## src/rtl/nand_mp_pkg.sv

```systemverilog
package nand_mp_pkg;
  typedef enum logic [1:0] {
    BUS_CMD  = 2'd0,
    BUS_ADDR = 2'd1,
    BUS_DATA = 2'd2,
    BUS_READ = 2'd3
  } bus_kind_e;

  typedef enum logic [3:0] {
    S_IDLE, S_C_SETUP, S_ADDR, S_DATA, S_C_CONF, S_WAIT_WB, S_WAIT_RB,
    S_C_STAT, S_RD_STAT, S_C_ENH, S_ENH_ADDR, S_RD_ENH, S_FINISH
  } seq_state_e;

  localparam int unsigned PAGE_ADDR_W = 40;
endpackage

```

## src/rtl/nand_wait_timer.sv

```systemverilog
module nand_wait_timer #(
  parameter int unsigned LIMIT = 16
) (
  input  logic clk,
  input  logic rst_n,
  input  logic clr,
  input  logic en,
  output logic expired
);
  localparam int unsigned CW = $clog2(LIMIT + 1);
  logic [CW-1:0] cnt_q, cnt_d;

  assign expired = (cnt_q == CW'(LIMIT));

  always_comb begin
    cnt_d = cnt_q;
    if (clr)                cnt_d = '0;
    else if (en && !expired) cnt_d = cnt_q + 1'b1;
  end

  always_ff @(posedge clk or negedge rst_n) begin
    if (!rst_n) cnt_q <= '0;
    else        cnt_q <= cnt_d;
  end
endmodule

```

## src/rtl/nand_bus_cycle.sv

```systemverilog
module nand_bus_cycle
  import nand_mp_pkg::*;
#(
  parameter int unsigned LO_CYC = 2,
  parameter int unsigned HI_CYC = 2
) (
  input  logic       clk,
  input  logic       rst_n,
  input  logic       start,
  input  bus_kind_e  kind,
  input  logic [7:0] wbyte,
  output logic       busy,
  output logic       ack,
  output logic [7:0] rbyte,
  output logic       cle,
  output logic       ale,
  output logic       we_n,
  output logic       re_n,
  output logic [7:0] dq_o,
  output logic       dq_oe,
  input  logic [7:0] dq_i
);
  localparam int unsigned TOT = LO_CYC + HI_CYC;
  localparam int unsigned CW  = $clog2(TOT + 1);

  logic          act_q, act_d;
  logic [CW-1:0] cnt_q, cnt_d;
  bus_kind_e     kind_q, kind_d;
  logic [7:0]    byte_q, byte_d, rb_q, rb_d;
  logic          low_ph;

  assign low_ph = act_q && (cnt_q < CW'(LO_CYC));
  assign busy   = act_q;
  assign ack    = act_q && (cnt_q == CW'(TOT - 1));
  assign rbyte  = rb_q;
  assign cle    = act_q && (kind_q == BUS_CMD);
  assign ale    = act_q && (kind_q == BUS_ADDR);
  assign we_n   = !(low_ph && (kind_q != BUS_READ));
  assign re_n   = !(low_ph && (kind_q == BUS_READ));
  assign dq_oe  = act_q && (kind_q != BUS_READ);
  assign dq_o   = byte_q;

  always_comb begin
    act_d  = act_q;
    cnt_d  = cnt_q;
    kind_d = kind_q;
    byte_d = byte_q;
    rb_d   = rb_q;
    if (!act_q && start) begin
      act_d  = 1'b1;
      cnt_d  = '0;
      kind_d = kind;
      byte_d = wbyte;
    end else if (act_q) begin
      if (kind_q == BUS_READ && cnt_q == CW'(LO_CYC - 1)) rb_d = dq_i;
      if (ack) act_d = 1'b0;
      else     cnt_d = cnt_q + 1'b1;
    end
  end

  always_ff @(posedge clk or negedge rst_n) begin
    if (!rst_n) begin
      act_q  <= 1'b0;
      cnt_q  <= '0;
      kind_q <= BUS_CMD;
      byte_q <= '0;
      rb_q   <= '0;
    end else begin
      act_q  <= act_d;
      cnt_q  <= cnt_d;
      kind_q <= kind_d;
      byte_q <= byte_d;
      rb_q   <= rb_d;
    end
  end

  // a start taken while idle drops one strobe in the next cycle
  p_start_strobe_r9: assert property (@(posedge clk) disable iff (!rst_n)
    (start && !busy) |=> (!we_n || !re_n));
  // each bus cycle completes once
  p_ack_single_r9: assert property (@(posedge clk) disable iff (!rst_n)
    ack |=> !ack);
endmodule

```

## src/rtl/nand_dual_plane_prog.sv

```systemverilog
module nand_dual_plane_prog
  import nand_mp_pkg::*;
#(
  parameter int unsigned PAGE_BYTES     = 2112,
  parameter int unsigned PLANE_ROW_BIT  = 6,
  parameter int unsigned WE_LO          = 2,
  parameter int unsigned WE_HI          = 2,
  parameter int unsigned WB_CYCLES      = 4,
  parameter int unsigned TIMEOUT_CYCLES = 100000,
  parameter logic [7:0]  OP_SETUP       = 8'h80,
  parameter logic [7:0]  OP_CONF1       = 8'h11,
  parameter logic [7:0]  OP_MP_SETUP    = 8'h81,
  parameter logic [7:0]  OP_CONF2       = 8'h10,
  parameter logic [7:0]  OP_STATUS      = 8'h70,
  parameter logic [7:0]  OP_ENH_STATUS  = 8'h78
) (
  input  logic        clk,
  input  logic        rst_n,
  input  logic        req_valid,
  output logic        req_ready,
  input  logic [39:0] req_addr0,
  input  logic [39:0] req_addr1,
  input  logic        src_valid,
  output logic        src_ready,
  input  logic [7:0]  src_data,
  output logic        done,
  output logic        fail_plane0,
  output logic        fail_plane1,
  output logic        err_timeout,
  output logic        err_reject,
  output logic        nand_ce_n,
  output logic        nand_cle,
  output logic        nand_ale,
  output logic        nand_we_n,
  output logic        nand_re_n,
  output logic [7:0]  nand_dq_o,
  output logic        nand_dq_oe,
  input  logic [7:0]  nand_dq_i,
  input  logic        nand_rb_n
);
  localparam int unsigned PLANE_BIT = 16 + PLANE_ROW_BIT;
  localparam int unsigned IW        = $clog2(PAGE_BYTES + 1);

  seq_state_e            st_q, st_d;
  logic [IW-1:0]         idx_q, idx_d;
  logic                  ph_q, ph_d, pl_q, pl_d;
  logic [PAGE_ADDR_W-1:0] a0_q, a0_d, a1_q, a1_d;
  logic                  f0_q, f0_d, f1_q, f1_d, tmo_q, tmo_d, rej_q, rej_d;
  logic                  rb_m, rb_s;

  logic       eng_start, eng_busy, eng_ack;
  bus_kind_e  eng_kind;
  logic [7:0] eng_wbyte, eng_rbyte;
  logic       wb_exp, tmo_exp, accept, bad_plane;
  logic [PAGE_ADDR_W-1:0] cur_addr;

  function automatic logic [7:0] pick_byte(input logic [PAGE_ADDR_W-1:0] a,
                                           input logic [2:0] i);
    case (i)
      3'd0:    pick_byte = a[7:0];
      3'd1:    pick_byte = a[15:8];
      3'd2:    pick_byte = a[23:16];
      3'd3:    pick_byte = a[31:24];
      default: pick_byte = a[39:32];
    endcase
  endfunction

  // ready/busy from the device is asynchronous: two-stage synchronizer
  always_ff @(posedge clk or negedge rst_n) begin
    if (!rst_n) begin
      rb_m <= 1'b0;
      rb_s <= 1'b0;
    end else begin
      rb_m <= nand_rb_n;
      rb_s <= rb_m;
    end
  end

  assign req_ready = (st_q == S_IDLE);
  assign accept    = req_valid && req_ready;
  assign bad_plane = req_addr0[PLANE_BIT] || !req_addr1[PLANE_BIT];
  assign done      = (st_q == S_FINISH);
  assign nand_ce_n = (st_q == S_IDLE) || (st_q == S_FINISH);
  assign cur_addr  = (st_q == S_ENH_ADDR) ? (pl_q ? a1_q : a0_q) : (ph_q ? a1_q : a0_q);
  assign src_ready = (st_q == S_DATA) && !eng_busy;
  assign {fail_plane0, fail_plane1, err_timeout, err_reject} = {f0_q, f1_q, tmo_q, rej_q};

  // bus cycle selection for the current state
  always_comb begin
    eng_kind  = BUS_CMD;
    eng_wbyte = 8'h00;
    case (st_q)
      S_C_SETUP:  eng_wbyte = ph_q ? OP_MP_SETUP : OP_SETUP;
      S_ADDR:     begin eng_kind = BUS_ADDR; eng_wbyte = pick_byte(cur_addr, idx_q[2:0]); end
      S_DATA:     begin eng_kind = BUS_DATA; eng_wbyte = src_data; end
      S_C_CONF:   eng_wbyte = ph_q ? OP_CONF2 : OP_CONF1;
      S_C_STAT:   eng_wbyte = OP_STATUS;
      S_C_ENH:    eng_wbyte = OP_ENH_STATUS;
      S_ENH_ADDR: begin eng_kind = BUS_ADDR; eng_wbyte = pick_byte(cur_addr, idx_q[2:0] + 3'd2); end
      S_RD_STAT, S_RD_ENH: eng_kind = BUS_READ;
      default: ;
    endcase
    case (st_q)
      S_C_SETUP, S_ADDR, S_C_CONF, S_C_STAT, S_RD_STAT, S_C_ENH, S_ENH_ADDR, S_RD_ENH:
        eng_start = !eng_busy;
      S_DATA:  eng_start = !eng_busy && src_valid;
      default: eng_start = 1'b0;
    endcase
  end

  // sequencing
  always_comb begin
    st_d = st_q; idx_d = idx_q; ph_d = ph_q; pl_d = pl_q;
    a0_d = a0_q; a1_d = a1_q;
    f0_d = f0_q; f1_d = f1_q; tmo_d = tmo_q; rej_d = rej_q;
    case (st_q)
      S_IDLE: if (accept) begin
        a0_d = req_addr0; a1_d = req_addr1;
        {f0_d, f1_d, tmo_d} = 3'b000;
        rej_d = bad_plane;
        ph_d  = 1'b0;
        st_d  = bad_plane ? S_FINISH : S_C_SETUP;
      end
      S_C_SETUP: if (eng_ack) begin idx_d = '0; st_d = S_ADDR; end
      S_ADDR: if (eng_ack) begin
        idx_d = idx_q + 1'b1;
        if (idx_q == IW'(4)) begin idx_d = '0; st_d = S_DATA; end
      end
      S_DATA: if (eng_ack) begin
        idx_d = idx_q + 1'b1;
        if (idx_q == IW'(PAGE_BYTES - 1)) st_d = S_C_CONF;
      end
      S_C_CONF: if (eng_ack) st_d = S_WAIT_WB;
      S_WAIT_WB: if (wb_exp) st_d = S_WAIT_RB;
      S_WAIT_RB:
        if (rb_s) begin
          if (ph_q) st_d = S_C_STAT;
          else begin ph_d = 1'b1; st_d = S_C_SETUP; end
        end else if (tmo_exp) begin
          tmo_d = 1'b1; st_d = S_FINISH;
        end
      S_C_STAT: if (eng_ack) st_d = S_RD_STAT;
      S_RD_STAT: if (eng_ack) begin
        if (!eng_rbyte[6]) begin
          if (tmo_exp) begin tmo_d = 1'b1; st_d = S_FINISH; end
          else st_d = S_C_STAT;
        end else if (eng_rbyte[0]) begin
          pl_d = 1'b0; st_d = S_C_ENH;
        end else st_d = S_FINISH;
      end
      S_C_ENH: if (eng_ack) begin idx_d = '0; st_d = S_ENH_ADDR; end
      S_ENH_ADDR: if (eng_ack) begin
        idx_d = idx_q + 1'b1;
        if (idx_q == IW'(2)) st_d = S_RD_ENH;
      end
      S_RD_ENH: if (eng_ack) begin
        if (pl_q) begin f1_d = eng_rbyte[0]; st_d = S_FINISH; end
        else begin f0_d = eng_rbyte[0]; pl_d = 1'b1; st_d = S_C_ENH; end
      end
      S_FINISH: st_d = S_IDLE;
      default:  st_d = S_IDLE;
    endcase
  end

  always_ff @(posedge clk or negedge rst_n) begin
    if (!rst_n) begin
      st_q <= S_IDLE; idx_q <= '0; ph_q <= 1'b0; pl_q <= 1'b0;
      a0_q <= '0; a1_q <= '0;
      f0_q <= 1'b0; f1_q <= 1'b0; tmo_q <= 1'b0; rej_q <= 1'b0;
    end else begin
      st_q <= st_d; idx_q <= idx_d; ph_q <= ph_d; pl_q <= pl_d;
      a0_q <= a0_d; a1_q <= a1_d;
      f0_q <= f0_d; f1_q <= f1_d; tmo_q <= tmo_d; rej_q <= rej_d;
    end
  end

  nand_wait_timer #(.LIMIT(WB_CYCLES)) u_wb_tmr (
    .clk(clk), .rst_n(rst_n),
    .clr(st_q != S_WAIT_WB), .en(st_q == S_WAIT_WB), .expired(wb_exp));

  nand_wait_timer #(.LIMIT(TIMEOUT_CYCLES)) u_rb_tmr (
    .clk(clk), .rst_n(rst_n),
    .clr((st_q == S_IDLE) || (st_q == S_WAIT_WB)),
    .en((st_q == S_WAIT_RB) || (st_q == S_C_STAT) || (st_q == S_RD_STAT)),
    .expired(tmo_exp));

  nand_bus_cycle #(.LO_CYC(WE_LO), .HI_CYC(WE_HI)) u_bus (
    .clk(clk), .rst_n(rst_n), .start(eng_start), .kind(eng_kind), .wbyte(eng_wbyte),
    .busy(eng_busy), .ack(eng_ack), .rbyte(eng_rbyte),
    .cle(nand_cle), .ale(nand_ale), .we_n(nand_we_n), .re_n(nand_re_n),
    .dq_o(nand_dq_o), .dq_oe(nand_dq_oe), .dq_i(nand_dq_i));

  // idle handshake implies the chip is deselected
  p_ready_deselect_r1: assert property (@(posedge clk) disable iff (!rst_n)
    req_ready |-> nand_ce_n);
  // refused request finishes at once with the reject flag
  p_reject_fast_r2: assert property (@(posedge clk) disable iff (!rst_n)
    (accept && bad_plane) |=> (done && err_reject && nand_ce_n));
  // exhausted wait ends the operation
  p_timeout_end_r8: assert property (@(posedge clk) disable iff (!rst_n)
    (st_q == S_WAIT_RB && tmo_exp && !rb_s) |=> (done && err_timeout));
  // completion strobe lasts one cycle
  p_done_pulse_r10: assert property (@(posedge clk) disable iff (!rst_n)
    done |=> !done);
  // result flags hold while idle without a new request
  p_flags_hold_r10: assert property (@(posedge clk) disable iff (!rst_n)
    (req_ready && !req_valid) |=> $stable({fail_plane0, fail_plane1, err_timeout, err_reject}));
  // a consumed source byte launches a write pulse
  p_src_take_r11: assert property (@(posedge clk) disable iff (!rst_n)
    (src_valid && src_ready) |=> !nand_we_n);
endmodule

```

## config.mk

```make
export PLATFORM = sky130hd
export DESIGN_NAME = nand_dual_plane_prog
export DESIGN_NICKNAME = d
export VERILOG_FILES = /design/src/rtl/nand_mp_pkg.sv /design/src/rtl/nand_wait_timer.sv /design/src/rtl/nand_bus_cycle.sv /design/src/rtl/nand_dual_plane_prog.sv
export SDC_FILE = /design/constraint.sdc
export NUM_CORES = 1
export LEC_CHECK = 0
export ABC_AREA = 0
export BUFFER_PORTS_ARGS = -buffer_cell sky130_fd_sc_hd__buf_4
export CAP_MARGIN = 30
export CORE_MARGIN = 3
export CORE_UTILIZATION = 59
export CTS_CLUSTER_SIZE = 16
export DETAILED_ROUTE_END_ITERATION = 6
export PLACE_DENSITY = 0.91
export SYNTH_ARGS = -nofsm -noshare
export SYNTH_HDL_FRONTEND = slang
export SYNTH_SLANG_ARGS = --single-unit
```

## constraint.sdc

```tcl
create_clock -name clk -period 2.8 [get_ports clk]
set_clock_uncertainty 0.15 [all_clocks]
set_input_delay 0.42 -clock clk [delete_from_list [all_inputs] [get_ports clk]]
set_output_delay 0.42 -clock clk [all_outputs]
set_load 0.03 [all_outputs]
```

=== Word level (Yosys, flattened, before mapping) ===
Cells that the tools add are included.

* Flip-flop bits (word level): 145
* Input port bits: 101
* Output and inout port bits: 21
* Word-level logic and storage cells: 199

* $add $sub $neg: 5
* $lt $le $gt $ge: 1
* Equal/unequal tests: 54
* Multiplexer cells: 67
* Bitwise logic cells: 1
* Reductions and logical operators: 52

{| class="wikitable"
|+ Operator list
! kind !! number
|-
| $mux 40 || 3
|-
| $mux 4 || 19
|-
| $pmux 8 s4 || 2
|-
| $pmux 8 s7 || 1
|-
| $mux 12 || 4
|-
| $pmux 4 s12 || 1
|-
| $pmux 12 s3 || 1
|-
| $mux 17 || 2
|-
| $ne 2x2->1 const B || 17
|-
| $mux 3 || 8
|-
| $eq 4x4->1 const B || 5
|-
| $mux 1 || 19
|-
| $add 17x1->17 const B || 1
|-
| $eq 17x17->1 const B || 1
|-
| $eq 4x3->1 const B || 4
|-
| $ne 2x1->1 const B || 8
|-
| $eq 3x2->1 const B || 5
|-
| $reduce_and 15->1 || 1
|-
| $logic_and 1x1->1 || 14
|-
| $add 12x1->12 const B || 1
|-
| $eq 12x12->1 const B || 1
|-
| $eq 12x2->1 const B || 1
|-
| $eq 12x3->1 const B || 1
|-
| $reduce_and 4->1 || 3
|-
| other kinds (27) || 57
|}

=== Depth between registers and ports, before layout ===
* Depth in word-level cells: 6
* Gate-level depth with buffers: 10
* Mapped depth without buffers: 8

=== Modules after synthesis ===
Synthesis repeated with hierarchy kept, for this count alone.

* Cell total of the unflattened synthesis: 875
* Area total of the unflattened synthesis: 8702.1 um^2

{| class="wikitable"
|+ By module, submodules not included
! module !! times used !! cells each !! area each (um^2) !! sequential area each (um^2)
|-
| nand_dual_plane_prog || 1 || 696 || 6602.6 || 2602.5
|-
| nand_bus_cycle || 1 || 68 || 959.7 || 550.5
|-
| nand_wait_timer at u_rb_tmr || 1 || 93 || 942.2 || 425.4
|-
| nand_wait_timer at u_wb_tmr || 1 || 18 || 197.7 || 75.1
|}

=== Worst setup path before layout ===
OpenSTA, ideal clock, no wires.

* Kind: reg2out
* From: register st_q[2]
* To: output nand_ce_n
* Arrival time: 1.816 ns
* Data required time: 2.230 ns
* Path slack: 0.414 ns
* Cell stages (with the launch flop): 6
* Buffers on the path: 3
* Path through: dfrtp_1 > buf_2 > buf_2 > buf_1 > nand2_1 > o21ai_0

* Longest elaborated chain between the ends: 2
* Elaborated cells on any way between the ends: 3
* Classes of those cells: eq/ne: 1; reduce/logical: 2

{| class="wikitable"
|+ RTL lines
! what !! RTL line !! RTL
|-
| from (decl) || nand_dual_plane_prog.sv:44 || <nowiki>seq_state_e st_q, st_d;</nowiki>
|-
| from (signal assigned) || nand_dual_plane_prog.sv:171 || <nowiki>st_q <= st_d; idx_q <= idx_d; ph_q <= ph_d; pl_q <= pl_d;</nowiki>
|-
| $eq 4x4->1 / $logic_not 4->1 (equally long branches) || nand_dual_plane_prog.sv:83 || <nowiki>assign nand_ce_n = (st_q == S_IDLE) || (st_q == S_FINISH);</nowiki>
|-
| $logic_or 1x1->1 (*) || nand_dual_plane_prog.sv:83 ||
|-
| to (decl) || nand_dual_plane_prog.sv:31 || <nowiki>output logic nand_ce_n,</nowiki>
|}

Mark *: on every way between the ends. The rest lies on a longest branch, timed or not.

=== Worst setup path in the final report ===
* From: register st_q[1]
* To: output src_ready

* Longest elaborated chain between the ends: 2

{| class="wikitable"
|+ RTL lines
! what !! RTL line !! RTL
|-
| $eq 4x2->1 || nand_dual_plane_prog.sv:85 || <nowiki>assign src_ready = (st_q == S_DATA) && !eng_busy;</nowiki>
|-
| $logic_and 1x1->1 || nand_dual_plane_prog.sv:85 ||
|-
| to (decl) || nand_dual_plane_prog.sv:24 || <nowiki>output logic src_ready,</nowiki>
|}

Every way passes these cells.

==> metrics.txt <==
result of the run completed; aggregate global-route resource usage between 30% and 40%; Fmax achieved roughly 380 MHz; routability congestion estimate from global placement ~1.1; CP cell instances buf_4 > buf_4 > nand2_1 > or3_1 > nor2_1 > buf_4; number of gates resized after cts 0; required time at the endpoint of the critical path roughly 2.2 ns; post-synth top area share 40.10%; violation count after the first detailed-route iteration between 1k and 1.5k; layout cell share with drive strength beyond 1 approximately a quarter; sequential element share of the synthesized area 40.10%; Commonest cells post-synth sky130_fd_sc_hd__dfrtp_1 (140), sky130_fd_sc_hd__nand2_1 (69), sky130_fd_sc_hd__mux2_1 (63); kind of capture point of the worst setup path output port; total length of routed wires about 28000 um; total area of multi-input combinational cells roughly 4800 um2; std cell rows 43; die footprint between 15000 and 20000 um2; number of top-level design ports 122; leading area contributor after synthesis sky130_fd_sc_hd__dfrtp_1; Synth Area per Inst 9.549 um2; vias in the first global route approximately 8.1k; # Max-Cap Violations 0; startpoint types flop; die boundary width 127.7 um; worst-case headroom to the max-slew limit 49.89%; EDFF count, synth 0; final worst path period share about 94%; synth unique cells 78; data arrival at the endpoint of the critical path 2.07 ns; buffer levels on the longest clock path 2; hold violation total from the final report 0; pin slew with the least headroom to its limit approximately 0.75 ns; clock root cell sky130_fd_sc_hd__clkbuf_16; slowest cell delay on critical path approximately 0.40 ns; H-tree levels 4; number of warning messages in the yosys log 0; Final #Nets between 1k and 1.5k; number of instances in the synthesized netlist about 900; number of iterations in the first detailed-routing pass 6; y dimension of the die around 130 um; number of post-CTS setup repair buffers 0; number of inserted filler cells in the final layout approximately 990; combined area of all synthesized cells ~8700 um2; final critical delay including setup and external delays ~2.6 ns; remaining routing DRC violations 0; cell with the most instances on the worst path sky130_fd_sc_hd__buf_4; setup-violating endpoint count in the final report 0; area of the core approximately 14000 um2; clock tree from TritonCTS done; clock insertion delay at the later pin of the skew report roughly 0.44 ns; first-pass GRT wire length 43260 um; Starting Density about 62%; Post-Synthesis Net Count between 1k and 1.5k; flop and latch count out of synthesis 140; leakage power of the design between 4 and 5 nW; commonest register cell after synthesis sky130_fd_sc_hd__dfrtp_1; setup ws final 0.1627 ns; startpoint-to-endpoint class of the critical path reg -> out; clock transition at the registers of the reported paths 0.07 ns; total negative slack for setup checks 0 ns; routed len/inst around 23 um; vias after detailed routing slightly above 8k; Setup Slack @ Placement between 0.2 and 0.25 ns; buffers added on ports 115; remaining antenna violation count after routing 0; cell at the slowest stage of the critical path sky130_fd_sc_hd__or3_1; Hold WS between 0.04 and 0.05 ns; number of antenna violations at the first check in global routing 0; biggest area contributors in the synthesized netlist sky130_fd_sc_hd__dfrtp_1 (40%), sky130_fd_sc_hd__mux2_1 (8.1%), sky130_fd_sc_hd__mux2_2 (4.0%); RSZ-0062 raised after global routing false; most frequent cell after synthesis sky130_fd_sc_hd__dfrtp_1; critical-path maximum fanout 17; worst hold-check path type in -> reg; Power Dens Cells ~1100 nW/um2; area growth from synthesis to final layout 21.35%; area taken by flip-flops and latches 3503 um2; number of buffers created by CTS 17; Max Transition Viols Final 0; number of sinks handled by clock tree synthesis between 100 and 150; proportion of synthesized flip-flops having asynchronous set or reset 100.0%; DR vias/cell slightly below 7; largest net degree at the start of global routing 50; highest ir drop seen on vdd ~730 uV; HPWL Detailed about 20000 um; sum of overflow across all layers after global routing 0
-- layout make-up --
class | count | area share, %
multi-input combinational | 683 | 45.67
clock inverter | 11 | 1.027
timing repair buffer | 170 | 12.59
inverter | 28 | 0.9913
clock buffer | 21 | 4.531
tap | 180 | 2.124
sequential | 140 | 33.04
antenna | 1 | 0.02360
-- worst paths after layout --
kind | endpoint | depth (start not counted) | start | slack [ns]
worst min-delay path | a1_q[34] | 2 | req_addr1[34] | 0.05
min in group asynchronous | u_rb_tmr.cnt_q[13] | 2 | rst_n | 0.37
worst min register to register | rb_s | 0 | rb_m | 0.20
max in group asynchronous | a0_q[35] | 3 | rst_n | 1.41
worst max register to register | u_bus.dq_o[6] | 8 | st_q[2] | 0.18
worst max-delay path | src_ready | 6 | st_q[1] | 0.16
-- stage by stage --
step,area [um2],utilization [%],cells,power [mW]
detailed placement,9991,70.34,1199,9.046
global route,10600,74.63,1233,12.09
global placement,9991,70.34,1199,8.865
CTS,10600,74.63,1233,11.35
floorplan,8737,-,915,7.045
finish,10600,74.65,1234,11.53
-- worst max-delay path: cells and delay by family, from the launching register on --
| kind | cells | cell delay, ns |
|---|---|---|
| buf+inv | 3 | 0.63 |
| flops | 1 | 0.34 |
| simple gates | 3 | 0.67 |
-- power breakdown --
part	internal [mW]	switching (mW)	leakage [nW]
combinational	2.36	3.19	2.48
clock	1.32	0.930	0.279
sequential	2.80	0.929	1.75
total	6.48	5.05	4.51
-- per-layer routing --
metal	track usage (%)	routed length, um	part of all wire [%]	up-vias
met1	43.76	10680	38	3952
met2	54.82	12870	46	562
met3	9.542	2970	11	136
li1	-	-	-	3658
met5	0	0	0	-
met4	14.79	1301	4.7	0
-- flip-flops by register name, summed over array words and instances (netlist names) --
| register | flops |
|---|---|
| a0_q | 40 |
| a1_q | 40 |
| u_rb_tmr.cnt_q | 17 |
| idx_q | 12 |
| u_bus.dq_o | 8 |
| st_q | 4 |
| u_bus.cnt_q | 3 |
| u_wb_tmr.cnt_q | 3 |
| u_bus.kind_q | 2 |
| u_bus.rbyte | 2 |
| err_reject | 1 |
| err_timeout | 1 |
| fail_plane0 | 1 |
| fail_plane1 | 1 |
| ph_q | 1 |
| pl_q | 1 |
| rb_m | 1 |
| rb_s | 1 |
| u_bus.busy | 1 |
-- cells by family (layout without fill, tap and decap cells) --
| group | count (synthesis) | in the layout | share of synthesized area [%] |
|---|---|---|---|
| flip-flops | 140 | 140 | 40.10 |
| adder cells (fa/ha/maj) | 15 | 15 | 2.148 |
| multiplexers | 125 | 125 | 15.81 |
| buffers and inverters | 92 | 230 | 4.511 |
| XOR/XNOR | 16 | 16 | 1.604 |
| AND/OR/NAND/NOR | 294 | 294 | 17.60 |
| AO/OA/AOI/OAI | 233 | 233 | 18.23 |
| other | 0 | 1 | 0 |
-- timing repair --
item | in CTS | in global routing
hold endpoints to repair | 47 | 0
hold buffers | 2 | 0
endpoints found under the setup margin | 0 | 0
-- cell usage in the layout, fill, tap and decap left out, types with 7 or more instances in the layout --
master | Yosys | layout
sky130_fd_sc_hd__clkbuf_16 | 0 | 17
sky130_fd_sc_hd__buf_4 | 0 | 163
sky130_fd_sc_hd__ha_1 | 15 | 15
sky130_fd_sc_hd__nand2_1 | 69 | 69
sky130_fd_sc_hd__a21oi_1 | 48 | 48
sky130_fd_sc_hd__o2111ai_1 | 8 | 8
sky130_fd_sc_hd__a31oi_1 | 15 | 15
sky130_fd_sc_hd__o31ai_1 | 11 | 11
sky130_fd_sc_hd__nor3_1 | 15 | 15
sky130_fd_sc_hd__dfrtp_1 | 140 | 140
sky130_fd_sc_hd__mux2_2 | 31 | 31
sky130_fd_sc_hd__nand3_1 | 43 | 43
sky130_fd_sc_hd__nand4_1 | 10 | 10
sky130_fd_sc_hd__o21ai_0 | 46 | 46
sky130_fd_sc_hd__nor2_1 | 61 | 61
sky130_fd_sc_hd__and3_1 | 18 | 18
sky130_fd_sc_hd__o211ai_1 | 7 | 7
sky130_fd_sc_hd__mux2_1 | 63 | 63
sky130_fd_sc_hd__nand2b_1 | 10 | 10
sky130_fd_sc_hd__xnor2_1 | 11 | 11
sky130_fd_sc_hd__o21ai_1 | 7 | 7
sky130_fd_sc_hd__a221oi_1 | 9 | 9
sky130_fd_sc_hd__a22oi_1 | 16 | 16
sky130_fd_sc_hd__nor2b_1 | 18 | 18
sky130_fd_sc_hd__inv_1 | 27 | 27
sky130_fd_sc_hd__mux2i_1 | 28 | 28
Power figures use the tool's default switching activity.
